[config.mk]
export PLATFORM = sky130hd
export DESIGN_NAME = can_bit_timer
export DESIGN_NICKNAME = d
export VERILOG_FILES = /design/src/rtl/bt_pkg.sv /design/src/rtl/bt_quantum_gen.sv /design/src/rtl/bt_fall_det.sv /design/src/rtl/bt_seg_fsm.sv /design/src/rtl/can_bit_timer.sv
export SDC_FILE = /design/constraint.sdc
export NUM_CORES = 1
export LEC_CHECK = 0
export BUFFER_PORTS_ARGS = -buffer_cell sky130_fd_sc_hd__buf_4
export CAP_MARGIN = 20
export CELL_PAD_IN_SITES_DETAIL_PLACEMENT = 0
export CELL_PAD_IN_SITES_GLOBAL_PLACEMENT = 1
export CORE_UTILIZATION = 45
export CTS_CLUSTER_DIAMETER = 60
export DETAILED_ROUTE_END_ITERATION = 16
export PLACE_DENSITY_LB_ADDON = 0.1
export REMOVE_ABC_BUFFERS = 1
export SYNTH_ARGS = -nofsm -noshare
export SYNTH_HDL_FRONTEND = slang
export SYNTH_SLANG_ARGS = --single-unit
[constraint.sdc]
create_clock -name clk_i -period 7 [get_ports clk_i]
set_clock_uncertainty 0.1 [all_clocks]
set_input_delay 1.4 -clock clk_i [delete_from_list [all_inputs] [get_ports clk_i]]
set_output_delay 1.4 -clock clk_i [all_outputs]
set_load 0.01 [all_outputs]
[src/rtl/bt_pkg.sv]
package bt_pkg;

    typedef enum logic [1:0] {
        SEG_SYNC = 2'd0,
        SEG_TS1  = 2'd1,
        SEG_TS2  = 2'd2
    } seg_e;

endpackage

[src/rtl/bt_quantum_gen.sv]
module bt_quantum_gen #(
    parameter int BRP_W  = 6,
    parameter int BRPE_W = 4
) (
    input  logic              clk_i,
    input  logic              rst_ni,
    input  logic [BRP_W-1:0]  brp_i,
    input  logic [BRPE_W-1:0] brpe_i,
    output logic              tick_o
);
    localparam int CNT_W = BRP_W + BRPE_W;

    typedef struct packed {
        logic [CNT_W-1:0] cnt;
    } qg_state_t;

    qg_state_t        st_d, st_q;
    logic [CNT_W-1:0] reload;

    always_comb begin
        reload = {brpe_i, brp_i};
        st_d   = st_q;
        // >= so that a shrinking reload value never strands the counter
        tick_o = (st_q.cnt >= reload);
        if (tick_o) st_d.cnt = '0;
        else        st_d.cnt = st_q.cnt + CNT_W'(1);
    end

    always_ff @(posedge clk_i) begin
        if (!rst_ni) st_q <= '0;
        else         st_q <= st_d;
    end

    // with a divide ratio above one and a steady setting, ticks never touch
    a_r1_tick_gap: assert property (@(posedge clk_i) disable iff (!rst_ni)
        (tick_o && reload != '0) |=> (!tick_o || reload != $past(reload)));

endmodule

[src/rtl/bt_fall_det.sv]
module bt_fall_det (
    input  logic clk_i,
    input  logic rst_ni,
    input  logic tick_i,
    input  logic rx_i,
    output logic fall_o
);
    typedef struct packed {
        logic last;
    } fd_state_t;

    fd_state_t st_d, st_q;

    always_comb begin
        st_d   = st_q;
        fall_o = tick_i && st_q.last && !rx_i;
        if (tick_i) st_d.last = rx_i;
    end

    always_ff @(posedge clk_i) begin
        if (!rst_ni) st_q <= '{last: 1'b1};
        else         st_q <= st_d;
    end

endmodule

[src/rtl/bt_seg_fsm.sv]
module bt_seg_fsm
    import bt_pkg::*;
#(
    parameter int TSEG1_W = 4,
    parameter int TSEG2_W = 3,
    parameter int SJW_W   = 2
) (
    input  logic               clk_i,
    input  logic               rst_ni,
    input  logic               tick_i,
    input  logic               fall_i,
    input  logic               rx_i,
    input  logic               hard_sync_i,
    input  logic [TSEG1_W-1:0] tseg1_i,
    input  logic [TSEG2_W-1:0] tseg2_i,
    input  logic [SJW_W-1:0]   sjw_i,
    output logic               sample_o,
    output logic               sample_bit_o,
    output logic               tx_point_o
);
    localparam int MAX12 = (TSEG1_W > TSEG2_W) ? TSEG1_W : TSEG2_W;
    localparam int MAXW  = (MAX12 > SJW_W) ? MAX12 : SJW_W;
    localparam int CW    = MAXW + 2;

    typedef struct packed {
        seg_e          seg;
        logic [CW-1:0] cnt;
        logic [CW-1:0] len1;
        logic [CW-1:0] len2;
        logic          synced;
        logic          sample;
        logic          sbit;
        logic          txp;
    } sf_state_t;

    sf_state_t     st_d, st_q;
    logic [CW-1:0] sjw_f, nom1, nom2, len_eff, rem, cut;
    logic          can_sync;

    function automatic logic [CW-1:0] min_cw(input logic [CW-1:0] a, input logic [CW-1:0] b);
        return (a < b) ? a : b;
    endfunction

    always_comb begin
        st_d        = st_q;
        st_d.sample = 1'b0;
        st_d.txp    = 1'b0;
        sjw_f       = CW'(sjw_i) + CW'(1);
        nom1        = CW'(tseg1_i) + CW'(1);
        nom2        = CW'(tseg2_i) + CW'(1);
        can_sync    = fall_i && !st_q.synced;
        len_eff     = st_q.len1;
        rem         = st_q.len2 - CW'(1) - st_q.cnt;
        cut         = '0;
        if (tick_i) begin
            case (st_q.seg)
                SEG_SYNC: begin
                    st_d.seg  = SEG_TS1;
                    st_d.cnt  = '0;
                    st_d.len1 = nom1;
                    if (can_sync && hard_sync_i) st_d.synced = 1'b1;
                end
                SEG_TS1: begin
                    if (can_sync && hard_sync_i) begin
                        st_d.seg    = SEG_TS1;
                        st_d.cnt    = '0;
                        st_d.len1   = nom1;
                        st_d.synced = 1'b1;
                    end else begin
                        if (can_sync) begin
                            len_eff     = st_q.len1 + min_cw(st_q.cnt + CW'(1), sjw_f);
                            st_d.len1   = len_eff;
                            st_d.synced = 1'b1;
                        end
                        if (st_q.cnt == len_eff - CW'(1)) begin
                            st_d.seg    = SEG_TS2;
                            st_d.cnt    = '0;
                            st_d.len2   = nom2;
                            st_d.sample = 1'b1;
                            st_d.sbit   = rx_i;
                            st_d.synced = 1'b0;
                        end else begin
                            st_d.cnt = st_q.cnt + CW'(1);
                        end
                    end
                end
                SEG_TS2: begin
                    if (can_sync && hard_sync_i) begin
                        st_d.seg    = SEG_TS1;
                        st_d.cnt    = '0;
                        st_d.len1   = nom1;
                        st_d.synced = 1'b1;
                    end else begin
                        if (can_sync) begin
                            cut         = min_cw(rem, sjw_f);
                            st_d.synced = 1'b1;
                        end
                        if (rem == cut) begin
                            st_d.seg = SEG_SYNC;
                            st_d.cnt = '0;
                            st_d.txp = 1'b1;
                        end else begin
                            st_d.len2 = st_q.len2 - cut;
                            st_d.cnt  = st_q.cnt + CW'(1);
                        end
                    end
                end
                default: begin
                    st_d.seg = SEG_SYNC;
                    st_d.cnt = '0;
                end
            endcase
        end
    end

    always_ff @(posedge clk_i) begin
        if (!rst_ni) begin
            st_q.seg    <= SEG_SYNC;
            st_q.cnt    <= '0;
            st_q.len1   <= CW'(1);
            st_q.len2   <= CW'(1);
            st_q.synced <= 1'b0;
            st_q.sample <= 1'b0;
            st_q.sbit   <= 1'b1;
            st_q.txp    <= 1'b0;
        end else begin
            st_q <= st_d;
        end
    end

    assign sample_o     = st_q.sample;
    assign sample_bit_o = st_q.sbit;
    assign tx_point_o   = st_q.txp;

    // the sample strobe always follows a quantum tick
    a_r3_sample_after_tick: assert property (@(posedge clk_i) disable iff (!rst_ni)
        sample_o |-> $past(tick_i));

    // the transmit strobe always follows a quantum tick
    a_r2_tx_after_tick: assert property (@(posedge clk_i) disable iff (!rst_ni)
        tx_point_o |-> $past(tick_i));

    // the two strobes close different segments
    a_r3_strobes_apart: assert property (@(posedge clk_i) disable iff (!rst_ni)
        !(sample_o && tx_point_o));

    // the captured level moves only with a sample strobe
    a_r4_bit_hold: assert property (@(posedge clk_i) disable iff (!rst_ni)
        !sample_o |-> $stable(sample_bit_o));

endmodule

[src/rtl/can_bit_timer.sv]
module can_bit_timer #(
    parameter int BRP_W   = 6,
    parameter int BRPE_W  = 4,
    parameter int TSEG1_W = 4,
    parameter int TSEG2_W = 3,
    parameter int SJW_W   = 2
) (
    input  logic               clk_i,
    input  logic               rst_ni,
    input  logic [BRP_W-1:0]   brp_i,
    input  logic [BRPE_W-1:0]  brpe_i,
    input  logic [TSEG1_W-1:0] tseg1_i,
    input  logic [TSEG2_W-1:0] tseg2_i,
    input  logic [SJW_W-1:0]   sjw_i,
    input  logic               hard_sync_i,
    input  logic               rx_i,
    output logic               tq_tick_o,
    output logic               sample_o,
    output logic               sample_bit_o,
    output logic               tx_point_o
);
    logic tick;
    logic fall;

    bt_quantum_gen #(
        .BRP_W  (BRP_W),
        .BRPE_W (BRPE_W)
    ) u_qgen (
        .clk_i  (clk_i),
        .rst_ni (rst_ni),
        .brp_i  (brp_i),
        .brpe_i (brpe_i),
        .tick_o (tick)
    );

    bt_fall_det u_fall (
        .clk_i  (clk_i),
        .rst_ni (rst_ni),
        .tick_i (tick),
        .rx_i   (rx_i),
        .fall_o (fall)
    );

    bt_seg_fsm #(
        .TSEG1_W (TSEG1_W),
        .TSEG2_W (TSEG2_W),
        .SJW_W   (SJW_W)
    ) u_fsm (
        .clk_i        (clk_i),
        .rst_ni       (rst_ni),
        .tick_i       (tick),
        .fall_i       (fall),
        .rx_i         (rx_i),
        .hard_sync_i  (hard_sync_i),
        .tseg1_i      (tseg1_i),
        .tseg2_i      (tseg2_i),
        .sjw_i        (sjw_i),
        .sample_o     (sample_o),
        .sample_bit_o (sample_bit_o),
        .tx_point_o   (tx_point_o)
    );

    assign tq_tick_o = tick;

endmodule

==> results by group <==
Logic synthesis
  – Yosys warning total: 0
  – Syn Inst Count: ~440
  – Synth unique cells: about 70
  – Syn Area/Cell: just under 8 um^2
  – Post-synthesis register bit count: 35
  – Share of the synthesized area in the top cell type: between 20% and 30%
  – Seq/Total Area, Yosys: between 20% and 30%
  – Mapped cell area: 3430 um^2
  – Synth area leaders: dfxtp_1 20%, ha_1 15%, nor2_1 4.6%
  – Synth area leader: dfxtp_1
  – FFs w/ async S/R, synth: 0%
  – Synth Flop Type: dfxtp_1
  – Number of enable flip-flop cells after synthesis: 0

Clock tree
  – Post-CTS setup buffer count: 0
  – CTS tree: yes
  – Root buf cell: clkbuf_8
  – CTS Hold Bufs: 0
  – CTS clock-pin slew for the worst setup and hold paths: about 0.07 ns
  – H-tree Lvls: 2
  – Clock buffer count from CTS: 5
  – Max Root-Sink Buffers: 2
  – Total clock sinks: 35
  – Clock latency on the worst-skew pair: slightly below 0.3 ns
  – Post-CTS sizing: 0

Worst hold path
  – Hold Path Origin: u_qgen.st_q[0]$_SDFF_PP0_
  – Type of the worst min-delay path: reg2reg

Worst setup path
  – CP startpoint kind: input pin
  – Critical path peak fanout: 11
  – Arrival time at the worst endpoint: between 6 and 7 ns
  – Crit path launch: sjw_i[0]
  – Critical path's slowest cell: o21ai_1
  – CP Class: in2reg
  – Critical Path RT: approximately 7.1 ns
  – Nature of the critical path endpoint: flop
  – Worst R2R Start: u_fsm.st_q[18]$_SDFFE_PN0P_
  – Critical Path Max Stage Delay: 0.60 ns
  – Critical-path cell list: buf_4, ha_1, inv_1, ha_1, o21ai_0, nand2b_1, a2111o_1, nor2_1, a21oi_1, ha_1, fa_1, xnor2_1, nand3_1, o221ai_1, and2_1, o21ai_1, a31oi_1, nand4b_1, o21ai_1, o311a_1, o21ai_1

Power
  – Power Dens Cells: 124 nW/um^2
  – LEAKAGE: between 0.0015 and 0.002 uW
  – VDD IR-drop max: between 0.00009 and 0.0001 V

Flow run
  – Max-Cap Viols: 0

Timing
  – FMAX: about 170 MHz
  – # setup viols final: 0
  – Max-slew headroom: about half
  – Min Tclk post-route: 6.03 ns
  – RSZ-0062 raised after global routing: no
  – Slew Viols, Final: 0
  – TNS Setup: 0 ns
  – Tightest Pin Transition: 0.721 ns
  – Final hold vios: 0
  – Period utilization: 86.1%

Placement
  – Placer Congestion: around 0.86
  – IO buf count: 26
  – Placed Area: between 3000 and 4000 um^2
  – Hpwl dp: approximately 6800 um
  – # placed instances: 556

GRT
  – Initial antenna violation count: 0
  – First-pass GRT wire length: approximately 14000 um
  – GRT Total Usage: a little under a quarter
  – Largest net degree at the start of global routing: 19
  – Grt total ovfl: 0
  – Number of global-route vias before repair: between 2000 and 3000

Cells and area
  – Final #Nets: 530
  – Commonest non-fill, non-tap cells in the layout: 42 x nor2_1, 40 x ha_1, 38 x inv_1
  – Share of cells above drive strength 1: between 10 and 15%
  – Commonest non-fill, non-tap cell in the layout: nor2_1
  – # diodes: 0
  – Design Area, Final: 3820 um^2
  – Layout overhead on the synthesized area: 11.5%
  – Layout Cells excl Fill: around 560

Routing
  – Drt initial violations: about 150
  – Number of remaining DRC errors: 0
  – WL/cell: ~15 um
  – Via count: 3195
  – Drt pass-1 iters: 5
  – ANT nets after route: 0
  – Via/cell ratio: roughly 5.7
  – Routed WL: approximately 8500 um

Die
  – Top-Level Pins: 27
  – Rows: 31
  – Starting Density: 47.0%
  – Core Footprint: roughly 7300 um^2
  – Die X: between 80 and 90 um
  – Die area: about 8000 um^2
  – Die Span Y: between 80 and 90 um

Status
  – Run status: finished clean
==> where the power goes <==
group	internal [uW]	switching [uW]
Clock	115	76.8
Combinational	34.0	44.7
Sequential	201	2.13
==> path summary, 6_finish.rpt <==
| check | cells after the start | slack (ns) | endpoint |
|---|---|---|---|
| worst max-delay path | 21 | 0.97 | u_fsm.st_q[4]$_SDFFE_PN1P_ |
| worst min-delay path | 1 | 0.36 | u_qgen.st_q[0]$_SDFF_PP0_ |
| worst max register to register | 19 | 1.81 | u_fsm.st_q[4]$_SDFFE_PN1P_ |
| worst min register to register | 1 | 0.36 | u_qgen.st_q[0]$_SDFF_PP0_ |
==> layout make-up <==
| cell class | instances | area (um^2) |
|---|---|---|
| Multi-Input combinational cell | 356 | 2530 |
| Sequential cell | 35 | 701 |
| Clock buffer | 6 | 82.6 |
| Tap cell | 99 | 124 |
| Inverter | 39 | 146 |
| Timing Repair Buffer | 27 | 203 |
| Clock inverter | 2 | 35.0 |
| Fill cell | 754 | 3470 |
==> kinds of logic after synthesis <==
group                    after synthesis  share of synthesized area [%]
AND/OR/NAND/NOR                      156                           22.8
AO/OA/AOI/OAI                        116                           24.2
buffers and inverters                 50                           5.95
adder cells (fa/ha/maj)               43                           16.4
flip-flops                            35                           20.4
XOR/XNOR                              27                           6.90
multiplexers                          10                           3.07
other                                  2                          0.219
==> routing by layer <==
| layer | track usage, % | up-vias | share of wire, % |
|---|---|---|---|
| met5 | 0 | - | 0 |
| met4 | 6.78 | 0 | 1.3 |
| met3 | 3.42 | 10 | 3.5 |
| met2 | 36.2 | 59 | 43 |
| met1 | 33.4 | 1501 | 52 |
| li1 | - | 1625 | - |
==> cell usage after synthesis (all sizes together) (6+ instances only) <==
| cell type | n |
|---|---|
| a211o | 6 |
| or3 | 6 |
| clkbuf | 7 |
| xor2 | 15 |
| and3 | 7 |
| nand2b | 7 |
| or2 | 6 |
| ha | 40 |
| a31oi | 10 |
| xnor2 | 12 |
| dfxtp | 35 |
| a211oi | 12 |
| a21oi | 22 |
| nor3 | 14 |
| nand2 | 29 |
| mux2i | 6 |
| o211ai | 10 |
| o21ai | 26 |
| nor2b | 7 |
| inv | 39 |
| nand3 | 21 |
| and2 | 6 |
| nor2 | 42 |
==> flip-flops by register name, indices dropped and copies added, names as in the netlist <==
register and cells:
u_fall.st_q 1, u_fsm.sample_bit_o 1, u_fsm.sample_o 1, u_fsm.st_q 21, u_fsm.tx_point_o 1, u_qgen.st_q 10
==> metrics by stage <==
| stage | setup slack, ns | util [%] | power [uW] | hold slack, ns |
|---|---|---|---|---|
| global placement | 0.769 | 50.8 | 284 | 0.341 |
| global route | 0.499 | 52.4 | 501 | 0.397 |
| detailed placement | 0.698 | 50.8 | 285 | 0.355 |
| CTS | 1.01 | 52.4 | 481 | 0.370 |
| floorplan | 1.40 | - | 259 | 0.330 |
| finish | 0.971 | 52.4 | 474 | 0.364 |
==> critical path, delay by kind of cell <==
kind / cells / cell delay [ns]
XOR/XNOR: 1 / 0.47
buffers and inverters: 2 / 0.23
AO/OA/AOI/OAI: 9 / 2.09
AND/OR/NAND/NOR: 5 / 0.61
adder cells (fa/ha/maj): 4 / 1.29
Note: power is estimated with default switching activity, not from simulation.
